<file path="config.mk">
export PLATFORM = sky130hd
export DESIGN_NAME = bsr_top
export DESIGN_NICKNAME = d
export VERILOG_FILES = /design/src/rtl/bsr_pkg.sv /design/src/rtl/bsr_cfg.sv /design/src/rtl/bsr_hunt.sv /design/src/rtl/bsr_assemble.sv /design/src/rtl/bsr_top.sv
export SDC_FILE = /design/constraint.sdc
export NUM_CORES = 1
export LEC_CHECK = 0
export BUFFER_PORTS_ARGS = -buffer_cell sky130_fd_sc_hd__buf_2
export CORE_AREA = 2 2 100 102
export CTS_CLUSTER_DIAMETER = 50
export CTS_CLUSTER_SIZE = 14
export DETAILED_ROUTE_END_ITERATION = 8
export DIE_AREA = 0 0 102 104
export PLACE_DENSITY = 0.81
export SKIP_CTS_REPAIR_TIMING = 1
export SLEW_MARGIN = 30
export SYNTH_ARGS = -nofsm -noshare
export SYNTH_HDL_FRONTEND = slang
export SYNTH_HIERARCHICAL = 1
export SYNTH_SLANG_ARGS = --single-unit
export TNS_END_PERCENT = 5
</file>
<file path="constraint.sdc">
create_clock -name clk -period 6.1 [get_ports clk]
set_clock_uncertainty 0.15 [all_clocks]
set_input_delay 0.61 -clock clk [delete_from_list [all_inputs] [get_ports clk]]
set_output_delay 0.61 -clock clk [all_outputs]
set_load 0.05 [all_outputs]
</file>
<file path="src/rtl/bsr_pkg.sv">
package bsr_pkg;

    localparam logic [2:0] MODE_XSYNC = 3'b101;

    typedef enum logic [1:0] {
        ST_IDLE = 2'd0,
        ST_HUNT = 2'd1,
        ST_SYNC = 2'd2
    } bsr_state_e;

endpackage

</file>
<file path="src/rtl/bsr_cfg.sv">
module bsr_cfg #(
    parameter int REG_W     = 32,
    parameter int BYTE_W    = 8,
    parameter int MAX_SYNC  = 4,
    parameter int CNT_W     = 16,
    localparam int WIN_W    = BYTE_W * MAX_SYNC,
    localparam int LEN_W    = (MAX_SYNC > 1) ? $clog2(MAX_SYNC) : 1,
    localparam int EN_BIT   = CNT_W,
    localparam int LEN_LSB  = CNT_W + 1
) (
    input  logic               clk,
    input  logic               rst,
    input  logic [REG_W-1:0]   wdata,
    input  logic               pat_we,
    input  logic               ctl_we,
    output logic [WIN_W-1:0]   pattern,
    output logic [LEN_W-1:0]   len_sel,
    output logic               tc_en,
    output logic [CNT_W-1:0]   tc_val
);

    // pattern register: only the low WIN_W bits are stored
    always_ff @(posedge clk) begin
        if (rst) begin
            pattern <= '0;
        end else if (pat_we) begin
            pattern <= wdata[WIN_W-1:0];
        end
    end

    // control register: only the decoded fields are stored, the rest are dropped
    always_ff @(posedge clk) begin
        if (rst) begin
            len_sel <= '0;
            tc_en   <= 1'b0;
            tc_val  <= '0;
        end else if (ctl_we) begin
            len_sel <= wdata[LEN_LSB +: LEN_W];
            tc_en   <= wdata[EN_BIT];
            tc_val  <= wdata[CNT_W-1:0];
        end
    end

    // the stored count follows the low write-data bits only
    a_r11_tc_field: assert property (@(posedge clk) disable iff (rst)
        ctl_we |=> (tc_val == $past(wdata[CNT_W-1:0])));

    // the length field is taken from its own bit position
    a_r3_len_field: assert property (@(posedge clk) disable iff (rst)
        ctl_we |=> (len_sel == $past(wdata[LEN_LSB +: LEN_W])));

endmodule

</file>
<file path="src/rtl/bsr_hunt.sv">
module bsr_hunt #(
    parameter int BYTE_W    = 8,
    parameter int MAX_SYNC  = 4,
    localparam int WIN_W    = BYTE_W * MAX_SYNC,
    localparam int LEN_W    = (MAX_SYNC > 1) ? $clog2(MAX_SYNC) : 1,
    localparam int FILL_W   = $clog2(WIN_W + 1)
) (
    input  logic               clk,
    input  logic               rst,
    input  logic               clr,
    input  logic               shift,
    input  logic               bit_in,
    input  logic [WIN_W-1:0]   pattern,
    input  logic [LEN_W-1:0]   len_sel,
    output logic               match
);

    logic [WIN_W-1:0]   win_q;
    logic [WIN_W-1:0]   win_next;
    logic [FILL_W-1:0]  fill_q;
    logic [FILL_W:0]    need_bits;
    logic               filled;
    logic [MAX_SYNC-1:0] byte_ok;

    assign win_next  = {win_q[WIN_W-2:0], bit_in};
    assign need_bits = (FILL_W + 1)'((int'(len_sel) + 1) * BYTE_W);
    assign filled    = ({1'b0, fill_q} + 1'b1) >= need_bits;

    // per-byte comparison; bytes above the selected length always agree
    for (genvar gi = 0; gi < MAX_SYNC; gi++) begin : g_cmp
        localparam logic [LEN_W-1:0] IDX = LEN_W'(gi);
        assign byte_ok[gi] = (IDX > len_sel) ||
            (win_next[gi*BYTE_W +: BYTE_W] == pattern[gi*BYTE_W +: BYTE_W]);
    end

    assign match = shift && filled && (&byte_ok);

    always_ff @(posedge clk) begin
        if (rst || clr) begin
            win_q  <= '0;
            fill_q <= '0;
        end else if (shift) begin
            win_q <= win_next;
            if (fill_q != FILL_W'(WIN_W)) begin
                fill_q <= fill_q + 1'b1;
            end
        end
    end

    // a clear empties the fill counter, so no match can follow directly
    a_r4_fill_cleared: assert property (@(posedge clk) disable iff (rst)
        clr |=> (fill_q == '0));

endmodule

</file>
<file path="src/rtl/bsr_assemble.sv">
module bsr_assemble #(
    parameter int BYTE_W   = 8,
    parameter int CNT_W    = 16,
    localparam int BCW     = $clog2(BYTE_W)
) (
    input  logic               clk,
    input  logic               rst,
    input  logic               clr,
    input  logic               shift,
    input  logic               bit_in,
    input  logic               tc_en,
    input  logic [CNT_W-1:0]   tc_val,
    output logic               byte_done,
    output logic [BYTE_W-1:0]  byte_data,
    output logic               byte_last
);

    localparam logic [BCW-1:0] BIT_LAST = BCW'(BYTE_W - 1);

    logic [BYTE_W-2:0]  sh_q;
    logic [BCW-1:0]     bitcnt_q;
    logic [CNT_W-1:0]   bytecnt_q;

    assign byte_done = shift && (bitcnt_q == BIT_LAST);
    assign byte_data = {sh_q, bit_in};
    assign byte_last = tc_en && (bytecnt_q == tc_val);

    always_ff @(posedge clk) begin
        if (rst || clr) begin
            sh_q      <= '0;
            bitcnt_q  <= '0;
            bytecnt_q <= '0;
        end else if (shift) begin
            sh_q <= {sh_q[BYTE_W-3:0], bit_in};
            if (byte_done) begin
                bitcnt_q  <= '0;
                bytecnt_q <= bytecnt_q + 1'b1;
            end else begin
                bitcnt_q <= bitcnt_q + 1'b1;
            end
        end
    end

    // after a clear, assembly restarts at bit zero of byte zero
    a_r10_counters_cleared: assert property (@(posedge clk) disable iff (rst)
        clr |=> (bitcnt_q == '0 && bytecnt_q == '0));

endmodule

</file>
<file path="src/rtl/bsr_top.sv">
module bsr_top
    import bsr_pkg::*;
#(
    parameter int REG_W    = 32,
    parameter int BYTE_W   = 8,
    parameter int MAX_SYNC = 4,
    parameter int CNT_W    = 16,
    localparam int WIN_W   = BYTE_W * MAX_SYNC,
    localparam int LEN_W   = (MAX_SYNC > 1) ? $clog2(MAX_SYNC) : 1
) (
    input  logic               clk,
    input  logic               rst,
    input  logic [REG_W-1:0]   cfg_wdata,
    input  logic               pat_we,
    input  logic               ctl_we,
    input  logic [2:0]         mode_sel,
    input  logic               force_hunt,
    input  logic               bit_vld,
    input  logic               bit_in,
    output logic               byte_vld,
    output logic [BYTE_W-1:0]  byte_out,
    output logic               byte_eof,
    output logic               in_sync,
    output logic               sync_det
);

    bsr_state_e         state_q;
    bsr_state_e         state_d;

    logic [WIN_W-1:0]   pattern;
    logic [LEN_W-1:0]   len_sel;
    logic               tc_en;
    logic [CNT_W-1:0]   tc_val;

    logic               mode_ok;
    logic               cfg_wr;
    logic               restart;
    logic               hunt_shift;
    logic               asm_shift;
    logic               hunt_clr;
    logic               asm_clr;
    logic               hit;
    logic               byte_done;
    logic [BYTE_W-1:0]  byte_data;
    logic               byte_last;
    logic               close_pkt;

    assign mode_ok    = (mode_sel == MODE_XSYNC);
    assign cfg_wr     = pat_we || ctl_we;
    assign restart    = cfg_wr || force_hunt || !mode_ok;
    assign hunt_shift = bit_vld && !restart && (state_q == ST_HUNT);
    assign asm_shift  = bit_vld && !restart && (state_q == ST_SYNC);
    assign close_pkt  = byte_done && byte_last;
    assign hunt_clr   = restart || (state_q != ST_HUNT) || (state_d != ST_HUNT);
    assign asm_clr    = restart || (state_q != ST_SYNC) || (state_d != ST_SYNC);

    bsr_cfg #(
        .REG_W    (REG_W),
        .BYTE_W   (BYTE_W),
        .MAX_SYNC (MAX_SYNC),
        .CNT_W    (CNT_W)
    ) cfg_i (
        .clk     (clk),
        .rst     (rst),
        .wdata   (cfg_wdata),
        .pat_we  (pat_we),
        .ctl_we  (ctl_we),
        .pattern (pattern),
        .len_sel (len_sel),
        .tc_en   (tc_en),
        .tc_val  (tc_val)
    );

    bsr_hunt #(
        .BYTE_W   (BYTE_W),
        .MAX_SYNC (MAX_SYNC)
    ) hunt_i (
        .clk     (clk),
        .rst     (rst),
        .clr     (hunt_clr),
        .shift   (hunt_shift),
        .bit_in  (bit_in),
        .pattern (pattern),
        .len_sel (len_sel),
        .match   (hit)
    );

    bsr_assemble #(
        .BYTE_W (BYTE_W),
        .CNT_W  (CNT_W)
    ) asm_i (
        .clk       (clk),
        .rst       (rst),
        .clr       (asm_clr),
        .shift     (asm_shift),
        .bit_in    (bit_in),
        .tc_en     (tc_en),
        .tc_val    (tc_val),
        .byte_done (byte_done),
        .byte_data (byte_data),
        .byte_last (byte_last)
    );

    // next-state logic
    always_comb begin
        state_d = state_q;
        if (!mode_ok) begin
            state_d = ST_IDLE;
        end else if (cfg_wr || force_hunt) begin
            state_d = ST_HUNT;
        end else begin
            unique case (state_q)
                ST_IDLE: state_d = ST_HUNT;
                ST_HUNT: state_d = hit ? ST_SYNC : ST_HUNT;
                ST_SYNC: state_d = close_pkt ? ST_HUNT : ST_SYNC;
                default: state_d = ST_IDLE;
            endcase
        end
    end

    // state register
    always_ff @(posedge clk) begin
        if (rst) begin
            state_q <= ST_IDLE;
        end else begin
            state_q <= state_d;
        end
    end

    // registered outputs
    always_ff @(posedge clk) begin
        if (rst) begin
            byte_vld <= 1'b0;
            byte_out <= '0;
            byte_eof <= 1'b0;
            sync_det <= 1'b0;
        end else begin
            byte_vld <= asm_shift && byte_done;
            byte_eof <= asm_shift && close_pkt;
            sync_det <= hit;
            if (asm_shift && byte_done) begin
                byte_out <= byte_data;
            end
        end
    end

    assign in_sync = (state_q == ST_SYNC);

    // detection is a single-cycle pulse and coincides with sync
    a_r5_det_pulse: assert property (@(posedge clk) disable iff (rst)
        sync_det |=> !sync_det);
    a_r5_det_in_sync: assert property (@(posedge clk) disable iff (rst)
        sync_det |-> in_sync);

    // a byte strobe is never followed by another on the next clock
    a_r6_vld_pulse: assert property (@(posedge clk) disable iff (rst)
        byte_vld |=> !byte_vld);

    // end of frame rides on a byte and leaves sync
    a_r7_eof_with_byte: assert property (@(posedge clk) disable iff (rst)
        byte_eof |-> (byte_vld && !in_sync));

    // no end of frame while terminal count is off
    a_r8_no_eof_disabled: assert property (@(posedge clk) disable iff (rst)
        !tc_en |-> !byte_eof);

    // a foreign mode code leaves the receiver out of sync
    a_r2_mode_off: assert property (@(posedge clk) disable iff (rst)
        !mode_ok |=> (!in_sync && !byte_vld && !sync_det));

    // force-hunt drops sync and any completing byte
    a_r9_force: assert property (@(posedge clk) disable iff (rst)
        force_hunt |=> (!in_sync && !byte_vld));

    // a register write drops sync
    a_r10_write_hunt: assert property (@(posedge clk) disable iff (rst)
        cfg_wr |=> (!in_sync && !byte_vld));

endmodule

</file>
== Word-level counts from Yosys, hierarchy flattened ==
Cells that the tools add are included.
Cells by class
  add/sub/neg operators: 5
  $lt $le $gt $ge: 5
  equality and inequality tests: 14
  muxes and demuxes: 6
  reductions and logical operators: 29
Operator list (number)
  == test 8 bit: 4
  adder 16 x 1 -> 16 bit (second input constant): 1
  == test 16 bit: 1
  logical OR 1 bit: 13
  logical AND 1 bit: 10
  2-to-1 mux 2 bit: 4
  adder 6 x 1 -> 7 bit (second input constant): 1
  >= comparator 7 bit: 1
  adder 6 x 1 -> 6 bit (second input constant): 1
  == test 3 bit (second input constant): 2
  != test 6 bit (second input constant): 1
  case mux 2 bit (3 select lines): 1
  greater-than comparator 1 x 2 -> 1 bit (first input constant): 2
  greater-than comparator 2 bit (first input constant): 2
  != test 2 x 1 -> 1 bit (second input constant): 2
  != test 2 bit (second input constant): 2
  AND reduction 2 bit: 2
  AND reduction 4 bit: 1
  adder 2 x 1 -> 3 bit (second input constant): 1
  adder 3 x 1 -> 3 bit (second input constant): 1
  2-to-1 mux 3 bit: 1
  == test 2 x 1 -> 1 bit (second input constant): 1
  == test 2 bit (second input constant): 1
  zero test 1 bit: 2
  zero test 2 bit: 1
Word-level totals
  bits in registers: 127
  input port bits: 42
  output and inout bits: 12
  logic and storage cells: 73

== Depth between registers and ports, before layout ==
Gate-level depths: netlist (run 1).
  depth in word-level cells: 15
  gate-level depth with buffers: 16
  depth with buffers taken out: 13

== By module ==
Netlist (run 1), hierarchy kept.
Modules (own cells, without submodules)
  bsr_hunt: instances 1, cells an instance 204, area an instance 1936.9 um^2, sequential area each 740.7 um^2
  bsr_cfg: instances 1, cells an instance 165, area an instance 1831.8 um^2, sequential area each 1021.0 um^2
  bsr_assemble: instances 1, cells an instance 146, area an instance 1337.5 um^2, sequential area each 520.5 um^2
  bsr_top: instances 1, cells an instance 63, area an instance 633.1 um^2, sequential area each 260.2 um^2

== Worst setup path before layout (run 1) ==
Ideal clock, no wire load.
  path kind: input to register
  from: in ctl_we
  to: reg asm_i.bitcnt_q[0]
  setup time: 0.065 ns
  arrival time: 3.399 ns
  required time: 5.885 ns
  path slack: 2.486 ns
  cell stages on the path: 13
  buffers on the path: 3
  cells stage by stage: or3_4 or3_4 nor2_1 buf_2 nand4_1 nor4_1 inv_1 a2bb2oi_1 or3b_1 or2_2 clkbuf_8 clkbuf_1 nor2_1
Between the ends
  cells in the longest elaborated chain, start to end: 15
  elaborated cells on any way between the ends: 21
  those cells by class: eq/ne: 1; mux: 6; reduce/logical: 14
RTL lines
  start: declaration: RTL line bsr_top.sv:15  | input logic ctl_we,
  logical OR 1 bit: RTL line bsr_top.sv:49  | assign cfg_wr = pat_we || ctl_we;
  logical OR 1 bit (2 in a row): RTL line bsr_top.sv:50  | assign restart = cfg_wr || force_hunt || !mode_ok;
  zero test 1 bit: RTL line bsr_top.sv:51  | assign hunt_shift = bit_vld && !restart && (state_q == ST_HUNT);
  logical AND 1 bit (2 in a row): RTL line bsr_top.sv:51
  net hunt_shift: RTL line bsr_top.sv:38  | logic hunt_shift;
  logical AND 1 bit (2 in a row): RTL line bsr_hunt.sv:36  | assign match = shift && filled && (&byte_ok);
  net hit: RTL line bsr_top.sv:42  | logic hit;
  2-to-1 mux 2 bit: RTL line bsr_top.sv:114  | ST_HUNT: state_d = hit ? ST_SYNC : ST_HUNT;
  case mux 2 bit (3 select lines): RTL line bsr_top.sv:112  | unique case (state_q)
  2-to-1 mux 2 bit: RTL line bsr_top.sv:109  | end else if (cfg_wr || force_hunt) begin
  2-to-1 mux 2 bit: RTL line bsr_top.sv:107  | if (!mode_ok) begin
  != test 2 bit: RTL line bsr_top.sv:55  | assign asm_clr = restart || (state_q != ST_SYNC) || (state_d != ST_SYNC);
  logical OR 1 bit: RTL line bsr_top.sv:55
  net asm_clr: RTL line bsr_top.sv:41  | logic asm_clr;
  logical OR 1 bit: RTL line bsr_assemble.sv:29  | if (rst || clr) begin
  end signal: assignment: RTL line bsr_assemble.sv:39  | bitcnt_q <= bitcnt_q + 1'b1;
  end: declaration: RTL line bsr_assemble.sv:21  | logic [BCW-1:0] bitcnt_q;
The timed path passes the listed nets, and every way through them passes these cells.
A chain may end at the register's enable or synchronous reset.

== Worst setup path in the final report (run 1) ==
  from: in pat_we
  to: reg asm_i.bytecnt_q[15]
Between the ends
  cells in the longest elaborated chain, start to end: 15
  elaborated cells on any way between the ends: 21
  those cells by class: eq/ne: 1; mux: 5; reduce/logical: 15
RTL lines
  start: declaration: RTL line bsr_top.sv:14  | input logic pat_we,
  logical OR 1 bit: RTL line bsr_top.sv:49
  logical OR 1 bit (2 in a row): RTL line bsr_top.sv:50
  zero test 1 bit: RTL line bsr_top.sv:51
  logical AND 1 bit (2 in a row): RTL line bsr_top.sv:51
  net hunt_shift: RTL line bsr_top.sv:38
  logical AND 1 bit (2 in a row): RTL line bsr_hunt.sv:36
  net hit: RTL line bsr_top.sv:42
  2-to-1 mux 2 bit: RTL line bsr_top.sv:114
  case mux 2 bit (3 select lines): RTL line bsr_top.sv:112
  2-to-1 mux 2 bit: RTL line bsr_top.sv:109
  2-to-1 mux 2 bit: RTL line bsr_top.sv:107
  != test 2 bit: RTL line bsr_top.sv:55
  logical OR 1 bit: RTL line bsr_top.sv:55
  net asm_clr: RTL line bsr_top.sv:41
  logical OR 1 bit: RTL line bsr_assemble.sv:29
  end signal: assignment: RTL line bsr_assemble.sv:37  | bytecnt_q <= bytecnt_q + 1'b1;
  end: declaration: RTL line bsr_assemble.sv:22  | logic [CNT_W-1:0] bytecnt_q;
The timed path passes the listed nets, and every way through them passes these cells.

==> flow_summary_export.csv, run 1 <==
group,metric,value,unit
sta,final-setup-viol-count,0,
synthesis,syn_avg_cell_area,9.93,sq um
synthesis,synth_top_cells_by_area,"dfxtp_1, mux2i_1, nor2_1",
worst_setup_path,reg2reg_depth,13,
clock_tree,cts.sinks,127,
sta,period_minus_slack,4.25,ns
worst_setup_path,crit_top_cell,"or3_4",
clock_tree,cts_tree,"yes",
pwr,power.leakage,2.63,nW
worst_setup_path,timing.rr.end,"asm_i/bytecnt_q[15]",
floorplan,core,9550,sq um
clock_tree,cts_max_path_buffers,2,
sta,finalHoldWorstSlack,0.177,ns
detailed_routing,antenna_left,0,
global_routing,grt_max_degree,75,
synthesis,netlist.area_leader.share,0.443,
detailed_routing,routed_wl,12.1,mm
finish,multi_input_area,2930,sq um
synthesis,synth_xor_area_frac,0.105,
synthesis,ys_types,48,
pwr,vdd_drop_max,0.000261,V
global_routing,antenna_found_initial,0,
global_routing,grt_util_met1,0.274,
clock_tree,htree_levels,4,
worst_setup_path,crit_path_max_incr_delay,0.55,ns
sta,timing.setup.tns,0,ns
sta,finalHoldViolCount,0,
min_path,worstHoldPathType,"in -> reg",
synthesis,yosysMostFrequentCell,"dfxtp_1",
detailed_routing,num_vias,4116,
clock_tree,numCtsBuffers,17,
min_path,hold_depth,3,
global_routing,grtUsageMet2,0.418,
worst_setup_path,regToRegSetupSlack,2.40,ns
synthesis,syn_inst,578,
placement,gp_congestion,0.841,
detailed_routing,drt_iter0_drc,153,
synthesis,synth_seq_cells,127,
worst_setup_path,cp_top_family,"simple AND/OR/NAND/NOR gates",
finish,drive_above_1_share,0.162,
synthesis,synthAdderAreaFrac,0.0262,
worst_setup_path,r2r-start,"hunt_i/fill_q[0]",
worst_setup_path,cp_cell_sequence,"buf_2 > or3_4 > or3_4 > nor2_4 > buf_4 > nand4_1 > nor4_1 > inv_1 > a2bb2oi_1 > or3b_1 > or2_2 > a21oi_1",
synthesis,post_synth_mux_area_share,0.171,
synthesis,yosys_most_used_dff,"dfxtp_1",
sta,rsz0062_at_grt,"false",
synthesis,synth_seq_area_share,0.443,
synthesis,synth_edf_count,0,
synthesis,netlist_top_cells_count,"dfxtp_1, nor2_1, mux2i_1",
worst_setup_path,required,6.39,ns
sta,period_share,0.697,
placement,dpl.hpwl,7.85,mm
worst_setup_path,critPathBufInv,3,
synthesis,synthSimpleGateAreaFrac,0.185,
floorplan,rows,36,
synthesis,yosysWarningCount,6,
synthesis,synth_fp_nets,632,
global_routing,met3_usage,0.0712,
synthesis,synth_area,5740,sq um
floorplan,die-area,10600,sq um
finish,diodes,0,
synthesis,synth_top_family_by_area,"simple AND/OR/NAND/NOR gates",
global_routing,grt_pass1_vias,4232,
global_routing,grt_pass1_wl,19.9,mm
clock_tree,cts.clk_slew.worst_paths,0.06,ns
global_routing,grt_overflow,0,
synthesis,synth_compound_area_frac,0.0211,
detailed_routing,drc,0,
sta,max_freq,235,MHz
sta,slew_violations,0,
floorplan,die_x,102,microns
min_path,hold_path_startpoint,"cfg_wdata[21]",
detailed_routing,dr.pass1.iters,4,
detailed_routing,wl_per_cell,15.7,microns
floorplan,fp.dieH,104,microns
finish,syn_to_final_growth,16.6,%
worst_setup_path,end_kind,"register",
worst_setup_path,critPathArrivalTime,4.54,ns
synthesis,yosys.area.top_type,"dfxtp_1",
floorplan,start_util,0.601,
pwr,p_per_area,326,nW/um^2
synthesis,async_flop_share,0,
finish,final_nets,675,
outcome,status,"completed",
floorplan,io_pins,54,
worst_setup_path,start_kind,"primary input",
clock_tree,cts_root_buffer,"clkbuf_8",
global_routing,grt_util_all_layers,0.240,
detailed_routing,via_per_inst,5.37,
sta,slew_headroom,0.347,
min_path,whs_endpoint,"cfg_i/pattern[21]",
worst_setup_path,crit_fanout,34,
job,cap_violations,0,
finish,fillers,689,
clock_tree,insertion_delay,0.52,ns
finish,seq_area,2540,sq um
placement,io_buffers,53,
worst_setup_path,path_class,"in -> reg",
sta,worstMarginPinSlew,0.980,ns
global_routing,grt.busiest_layer,"met2",
worst_setup_path,critPathSlowestCell,"or3_4",
==> power by group <==
group	leakage (nW)	switching, mW	internal [mW]	total [mW]
clock	0.341	0.373	0.840	1.21
combinational	1.25	0.0520	0.0490	0.101
sequential	1.03	0.0156	0.850	0.866
==> stage by stage <==
step	util	area (sq um)	power, mW	setup WS, ns	instances
4_1_cts	0.701	6690	2.19	1.85	767
3_5_place_dp	0.626	5980	0.982	1.34	735
2_1_floorplan	-	5740	0.952	2.49	578
6_report	0.701	6690	2.18	1.85	767
3_3_place_gp	0.625	5970	0.978	1.52	735
5_1_grt	0.701	6690	2.23	1.62	767
==> cells in the final DEF (no fill, tap or decap), types with 2 or more instances in the layout <==
cell        count
xor2_1         30
o22ai_1         2
nor2b_1         5
bufinv_16       8
a31o_2          2
nor4_4          2
buf_4           3
or2_2           2
nand2_1        12
or3_4           2
a21oi_1         9
nand3_1         5
xnor2_1        39
clkbuf_8        2
nor2_1        114
nor4_1          8
nor3_1          9
nand2b_1       17
clkbuf_16      16
clkinvlp_4      2
mux2i_1        98
or3b_1          2
buf_2          53
o21ai_0         2
inv_1          13
nand4_1        15
clkinv_4        3
ha_1           12
dfxtp_1       127
or3_1           2
==> worst reg2reg max path: cells and delay by family, from the launching register on <==
family / cells / cell delay [ns]
AND/OR/NAND/NOR: 6 / 1.63
adder cells (fa/ha/maj): 2 / 0.60
AO/OA/AOI/OAI: 3 / 0.55
flip-flops: 1 / 0.42
XOR/XNOR: 1 / 0.17
buffers and inverters: 1 / 0.12
==> worst max-delay path by stage <==
| stage | from | to | slack [ns] | cells after the start |
|---|---|---|---|---|
| after floorplan | ctl_we | asm_i/bitcnt_q[0] | 2.49 | 13 |
| after CTS | pat_we | asm_i/bytecnt_q[1] | 1.85 | 12 |
| after detailed placement | pat_we | asm_i/bytecnt_q[1] | 1.34 | 12 |
| final | pat_we | asm_i/bytecnt_q[15] | 1.85 | 12 |
| after global routing | pat_we | asm_i/bytecnt_q[15] | 1.62 | 12 |
| after global placement | pat_we | asm_i/bytecnt_q[3] | 1.52 | 12 |
==> state kept, by name, summed over array words and instances, names as in the netlist <==
name and cells:
state_q 2, asm_i/bitcnt_q 3, byte_vld 1, cfg_i/tc_val 16, hunt_i/fill_q 6, asm_i/bytecnt_q 16, hunt_i/win_q 31, cfg_i/tc_en 1
cfg_i/pattern 32, asm_i/sh_q 7, byte_eof 1, byte_out 8, sync_det 1, cfg_i/len_sel 2
==> kinds of logic (layout without fill, tap and decap cells) <==
| family | count (synthesis) | count (layout) |
|---|---|---|
| compound gates | 19 | 19 |
| xor+xnor | 69 | 69 |
| fa+ha+maj | 12 | 12 |
| buf+inv | 45 | 101 |
| flops | 127 | 127 |
| mux | 98 | 98 |
| simple gates | 208 | 208 |
==> final cells by class <==
type	instances	share of cell area
sequential	127	0.380
inverter	13	0.00729
timing repair buffer	56	0.0430
tap	133	0.0249
clock inverter	14	0.0428
multi-input combinational	406	0.438
clock buffer	18	0.0639
==> routing by layer <==
layer	up-vias	part of all wire
met2	95	0.53
met3	22	0.038
met1	1975	0.42
met4	0	0.020
met5	-	0
li1	2024	-
Note: power is estimated with default switching activity, not from simulation.
==> run 2: changes to the inputs <==
CORE_AREA = 2 2 102 104   (was 2 2 100 102)
DIE_AREA = 0 0 104 106   (was 0 0 102 104)
PLACE_DENSITY = 0.78   (was 0.81)
clock period = 4 ns   (was 6.1 ns; I/O delays follow)
==> run 2 against run 1 <==
Against the previous run: the flow now finishes with violations (hold timing); non-clock buffer count up 23; clock power up 32%; flip-flop and latch count unchanged; sequential share of layout area down 0.67 points; design area up 1.8%; utilization down 2.0 points; sequential power up 52%; routed wire length down 0.69%; global-route usage down 1.5 points; critical endpoint unchanged; largest power group unchanged.
==> flow_summary_export.csv, run 2 (synthesis gave the netlist of run 1 again) <==
group,metric,value,unit
finish,layout_common_cells,"dfxtp_1, nor2_1, mux2i_1",
clock_tree,cts_tree,"yes",
sta,rsz0062_at_grt,"false",
sta,slew_violations,0,
sta,worstMarginPinSlew,0.827,ns
floorplan,die_x,104,microns
finish,largest_register,"cfg_i/pattern",
worst_setup_path,crit_top_cell,"ha_1",
global_routing,grt_overflow,0,
pwr,p_switching,0.679,mW
finish,syn_to_final_growth,18.7,%
min_path,worstHoldPathType,"in -> reg",
floorplan,fp.dieH,106,microns
detailed_routing,num_vias,4148,
clock_tree,cts_max_path_buffers,2,
worst_setup_path,end_kind,"register",
detailed_routing,antenna_left,0,
finish,multi_input_area,2920,sq um
detailed_routing,drt_iter0_drc,234,
worst_setup_path,start_kind,"register",
clock_tree,cts.sinks,127,
worst_setup_path,critPathSlowestCell,"or2_2",
min_path,hold_depth,3,
pwr,power.leakage,2.69,nW
placement,pre_cts_slack,0.431,ns
detailed_routing,dr.pass1.iters,5,
global_routing,grt_pass1_vias,4082,
worst_setup_path,cp_cell_sequence,"ha_1 > nand3_1 > xnor2_1 > ha_1 > nand4_1 > o22ai_1 > nor3_1 > nor4_1 > inv_1 > a2bb2oi_1 > or3b_1 > or2_2 > a21oi_1",
pwr,internal-power,2.41,mW
floorplan,rows,37,
min_path,hold_path_startpoint,"cfg_wdata[21]",
finish,drive_above_1_share,0.161,
worst_setup_path,timing.rr.end,"asm_i/bytecnt_q[15]",
worst_setup_path,r2r-start,"hunt_i/fill_q[0]",
finish,seq_area,2540,sq um
floorplan,io_pins,54,
finish,final_common_cell,"dfxtp_1",
finish,reg.largest.list,"cfg_i/pattern: 32 flops, hunt_i/win_q: 31 flops",
finish,final_nets,698,
detailed_routing,via_per_inst,5.23,
pwr,vdd_drop_max,0.000245,V
detailed_routing,drc,0,
sta,slew_headroom,0.443,
floorplan,start_util,0.574,
detailed_routing,routed_wl,12.0,mm
placement,dpl.hpwl,7.94,mm
detailed_routing,wl_per_cell,15.1,microns
clock_tree,htree_levels,4,
floorplan,core,10000,sq um
min_path,whs_endpoint,"cfg_i/pattern[21]",
worst_setup_path,required,4.30,ns
clock_tree,insertion_delay,0.53,ns
sta,worst_slack,0.370,ns
worst_setup_path,reg2reg_depth,13,
pwr,pwr-share-clk,0.518,
pwr,sw_frac_of_total,0.220,
outcome,status,"finished, violations left",
sta,period_share,0.907,
sta,finalHoldViolCount,7,
global_routing,grt_pass1_wl,19.5,mm
pwr,p_seq_frac,0.427,
placement,io_buffers,53,
floorplan,die-area,11000,sq um
sta,final-setup-viol-count,0,
sta,max_freq,276,MHz
finish,fillers,743,
global_routing,grt_max_degree,40,
worst_setup_path,critPathArrivalTime,3.93,ns
placement,gp_congestion,0.888,
clock_tree,cts.clk_slew.worst_paths,0.06,ns
clock_tree,numCtsBuffers,17,
pwr,p_per_area,454,nW/um^2
sta,period_minus_slack,3.63,ns
job,cap_violations,0,
pwr,p_comb_frac,0.055,
global_routing,grt_util_all_layers,0.225,
clock_tree,cts_root_buffer,"clkbuf_8",
sta,timing.setup.tns,0,ns
sta,finalHoldWorstSlack,-0.0399,ns
worst_setup_path,path_class,"reg -> reg",
finish,diodes,0,
outcome,violations,"hold timing",
finish,largest_reg_flops,32,
worst_setup_path,regToRegSetupSlack,0.37,ns
worst_setup_path,crit_path_max_incr_delay,0.50,ns
worst_setup_path,crit_fanout,26,
global_routing,antenna_found_initial,0,
## run 2: critical path: cells and delay by family (launching register included)
kind / cells / cell delay, ns
XOR/XNOR: 1 / 0.16
buffers and inverters: 1 / 0.11
flip-flops: 1 / 0.41
AO/OA/AOI/OAI: 3 / 0.54
adder cells (fa/ha/maj): 2 / 0.57
AND/OR/NAND/NOR: 6 / 1.60
## run 2: power groups by stage
stage | registers, mW | clock network [mW] | logic [mW]
after floorplan | 1.34 | 0 | 0.112
after global placement | 1.35 | 0 | 0.145
after detailed placement | 1.35 | 0 | 0.149
after CTS | 1.32 | 1.62 | 0.152
after global routing | 1.32 | 1.68 | 0.185
final | 1.32 | 1.60 | 0.169
## run 2: final cells by class
type / instances / area share
clock buffers: 18 / 0.0628
clock inverters: 14 / 0.0277
inverters: 13 / 0.00716
multi-input cells: 406 / 0.429
flip-flops and latches: 127 / 0.373
well taps: 136 / 0.0250
repair buffers: 79 / 0.0749
## run 2: worst max-delay path by stage
| stage | from | endpoint | slack [ns] | cells past startpoint |
|---|---|---|---|---|
| global route | hunt_i/fill_q[2] | asm_i/bytecnt_q[13] | 0.11 | 13 |
| CTS | hunt_i/fill_q[0] | asm_i/bytecnt_q[15] | 0.38 | 13 |
| finish | hunt_i/fill_q[0] | asm_i/bytecnt_q[15] | 0.37 | 13 |
| floorplan | ctl_we | asm_i/bitcnt_q[0] | 0.60 | 13 |
| global placement | ctl_we | asm_i/bytecnt_q[15] | 0.61 | 11 |
| detailed placement | hunt_i/fill_q[2] | asm_i/bytecnt_q[15] | 0.43 | 13 |
## run 2: metal layers
layer  wire length, microns  vias up  global-route usage
li1                       -     2074                   -
met1                   5060     1971               0.253
met2                   6170       82               0.391
met3                    446       21              0.0656
met4                    295        0               0.109
met5                      0        -                   0
## run 2: through the flow
step            util  area (sq um)  total power [mW]  instances  hold WS, ns
2_1_floorplan      -          5740              1.45        578        0.301
3_3_place_gp   0.600          6000              1.49        741        0.307
3_5_place_dp   0.600          6000              1.50        741        0.313
4_1_cts        0.661          6610              3.09        773      -0.0598
5_1_grt        0.681          6810              3.19        793      0.00109
6_report       0.681          6810              3.09        793      -0.0399
==> run 3: changes to the inputs <==
CORE_AREA = 2 2 107 99   (was 2 2 102 104)
DIE_AREA = 0 0 109 101   (was 0 0 104 106)
==> run 3 against run 2 <==
Against the previous run: the flow still finishes with violations (hold timing); register-to-register slack improved by 0.05 ns; combinational power decreased by 5%; sequential power about the same; design area decreased by 0.26%; first-iteration DRC count decreased by 15%; routed wire length decreased by 4.7%; count of clock-buffer cells in the layout unchanged.
==> flow_summary_export.csv, run 3 (synthesis gave the netlist of run 1 again) <==
group,metric,value,unit
floorplan,fp.dieH,101,microns
worst_setup_path,start_kind,"register",
finish,final_nets,690,
sta,period_minus_slack,3.58,ns
clock_tree,cts.sinks,127,
worst_setup_path,crit_path_max_incr_delay,0.51,ns
detailed_routing,wl_per_cell,14.7,microns
global_routing,grt_max_degree,41,
outcome,violations,"hold timing",
finish,diodes,0,
floorplan,io_pins,54,
worst_setup_path,r2r-start,"hunt_i/fill_q[0]",
clock_tree,cts_max_path_buffers,2,
finish,syn_to_final_growth,18.4,%
pwr,internal-power,2.58,mW
worst_setup_path,required,4.29,ns
pwr,sw_frac_of_total,0.204,
clock_tree,cts.clk_slew.worst_paths,0.06,ns
global_routing,grt_pass1_vias,3930,
floorplan,start_util,0.577,
sta,period_share,0.894,
worst_setup_path,path_class,"reg -> reg",
global_routing,grt_util_all_layers,0.221,
detailed_routing,antenna_left,0,
floorplan,die-area,11000,sq um
worst_setup_path,critPathArrivalTime,3.87,ns
clock_tree,htree_levels,4,
global_routing,grt_pass1_wl,18.8,mm
sta,slew_violations,0,
sta,slew_headroom,0.537,
detailed_routing,dr.pass1.iters,4,
sta,rsz0062_at_grt,"false",
sta,timing.setup.tns,0,ns
clock_tree,insertion_delay,0.52,ns
sta,finalHoldViolCount,4,
finish,layout_common_cells,"dfxtp_1, nor2_1, mux2i_1",
pwr,vdd_drop_max,0.000379,V
global_routing,grt_overflow,0,
worst_setup_path,cp_cell_sequence,"ha_1 > nand3_1 > xnor2_1 > ha_1 > nand4_1 > o22ai_1 > nor3_1 > nor4_2 > inv_1 > a2bb2oi_1 > or3b_1 > or2_2 > a21oi_1",
outcome,status,"finished, violations left",
worst_setup_path,crit_fanout,26,
global_routing,antenna_found_initial,0,
floorplan,die_x,109,microns
floorplan,rows,35,
job,cap_violations,0,
pwr,power.leakage,2.67,nW
finish,fillers,721,
finish,largest_register,"cfg_i/pattern",
worst_setup_path,end_kind,"register",
floorplan,core,9940,sq um
sta,max_freq,280,MHz
min_path,hold_path_startpoint,"cfg_wdata[21]",
pwr,p_per_area,477,nW/um^2
pwr,p_comb_frac,0.050,
placement,io_buffers,53,
worst_setup_path,startpoint,"hunt_i/fill_q[0]",
finish,reg.largest.list,"cfg_i/pattern: 32 flops, hunt_i/win_q: 31 flops",
placement,dpl.hpwl,7.90,mm
sta,final-setup-viol-count,0,
worst_setup_path,cp_top_family,"simple AND/OR/NAND/NOR gates",
pwr,p_switching,0.660,mW
finish,drive_above_1_share,0.163,
finish,final_common_cell,"dfxtp_1",
detailed_routing,routed_wl,11.4,mm
sta,worstMarginPinSlew,0.688,ns
sta,finalHoldWorstSlack,-0.0305,ns
pwr,pwr-share-clk,0.543,
pwr,power.total,3.24,mW
worst_setup_path,critPathBufInv,1,
detailed_routing,via_per_inst,5.26,
placement,gp_congestion,0.842,
worst_setup_path,crit_top_cell,"ha_1",
clock_tree,cts_root_buffer,"clkbuf_8",
detailed_routing,drc,0,
detailed_routing,drt_iter0_drc,200,
finish,largest_reg_flops,32,
pwr,p_seq_frac,0.407,
clock_tree,numCtsBuffers,17,
worst_setup_path,critPathSlowestCell,"or2_2",
detailed_routing,num_vias,4094,
clock_tree,cts_tree,"yes",
min_path,worstHoldPathType,"in -> reg",
==> run 3: cell types whose count changed in the layout (fill, tap and decap cells not counted), sizes merged <==
cell,change
dlygate4sd3,-8
clkinv,-4
inv,-2
bufinv,+3
clkinvlp,+3
==> run 3: worst register-to-register path, delay by kind of cell, from the launching register on <==
kind / cells / cell delay (ns)
flip-flops: 1 / 0.43
XOR/XNOR: 1 / 0.17
AO/OA/AOI/OAI: 3 / 0.53
buffers and inverters: 1 / 0.13
adder cells (fa/ha/maj): 2 / 0.59
AND/OR/NAND/NOR: 6 / 1.50
==> run 3: power by group through the flow <==
stage / Clock [mW] / Combinational [mW] / Sequential [mW]
after floorplan: 0 / 0.112 / 1.34
after detailed placement: 0 / 0.151 / 1.35
final: 1.76 / 0.161 / 1.32
after global routing: 1.84 / 0.178 / 1.32
after global placement: 0 / 0.146 / 1.35
after CTS: 1.79 / 0.152 / 1.32
==> run 3: stage by stage <==
step            util  instances  area [sq um]  hold slack (ns)  worst slack [ns]
2_1_floorplan      -        578          5740            0.301             0.596
3_3_place_gp   0.602        734          5990            0.309             0.563
3_5_place_dp   0.602        734          5990            0.307             0.368
4_1_cts        0.671        766          6670          -0.0496             0.314
5_1_grt        0.684        778          6800          0.00475             0.134
6_report       0.684        778          6800          -0.0305             0.425
==> run 3: worst paths after layout <==
path | slack [ns] | endpoint | depth (start not counted)
worst min register to register | 0.32 | byte_out[3] | 2
worst max-delay path | 0.42 | asm_i/bytecnt_q[1] | 13
worst min-delay path | -0.03 | cfg_i/pattern[21] | 3
worst max register to register | 0.42 | asm_i/bytecnt_q[1] | 13
==> run 3: cell type report <==
type	count	area, sq um	area share
Timing Repair Buffer	71	430	0.0633
Tap cell	129	161	0.0238
Sequential cell	127	2540	0.374
Clock inverter	14	264	0.0389
Multi-Input combinational cell	406	2930	0.431
Clock buffer	18	418	0.0615
Inverter	13	48.8	0.00718
==> run 3: per-layer routing <==
| layer | GRT usage | share of wire | up-vias |
|---|---|---|---|
| met3 | 0.0595 | 0.054 | 16 |
| met5 | 0 | 0 | - |
| met4 | 0.0838 | 0.016 | 0 |
| li1 | - | - | 2057 |
| met1 | 0.282 | 0.46 | 1930 |
| met2 | 0.358 | 0.47 | 91 |
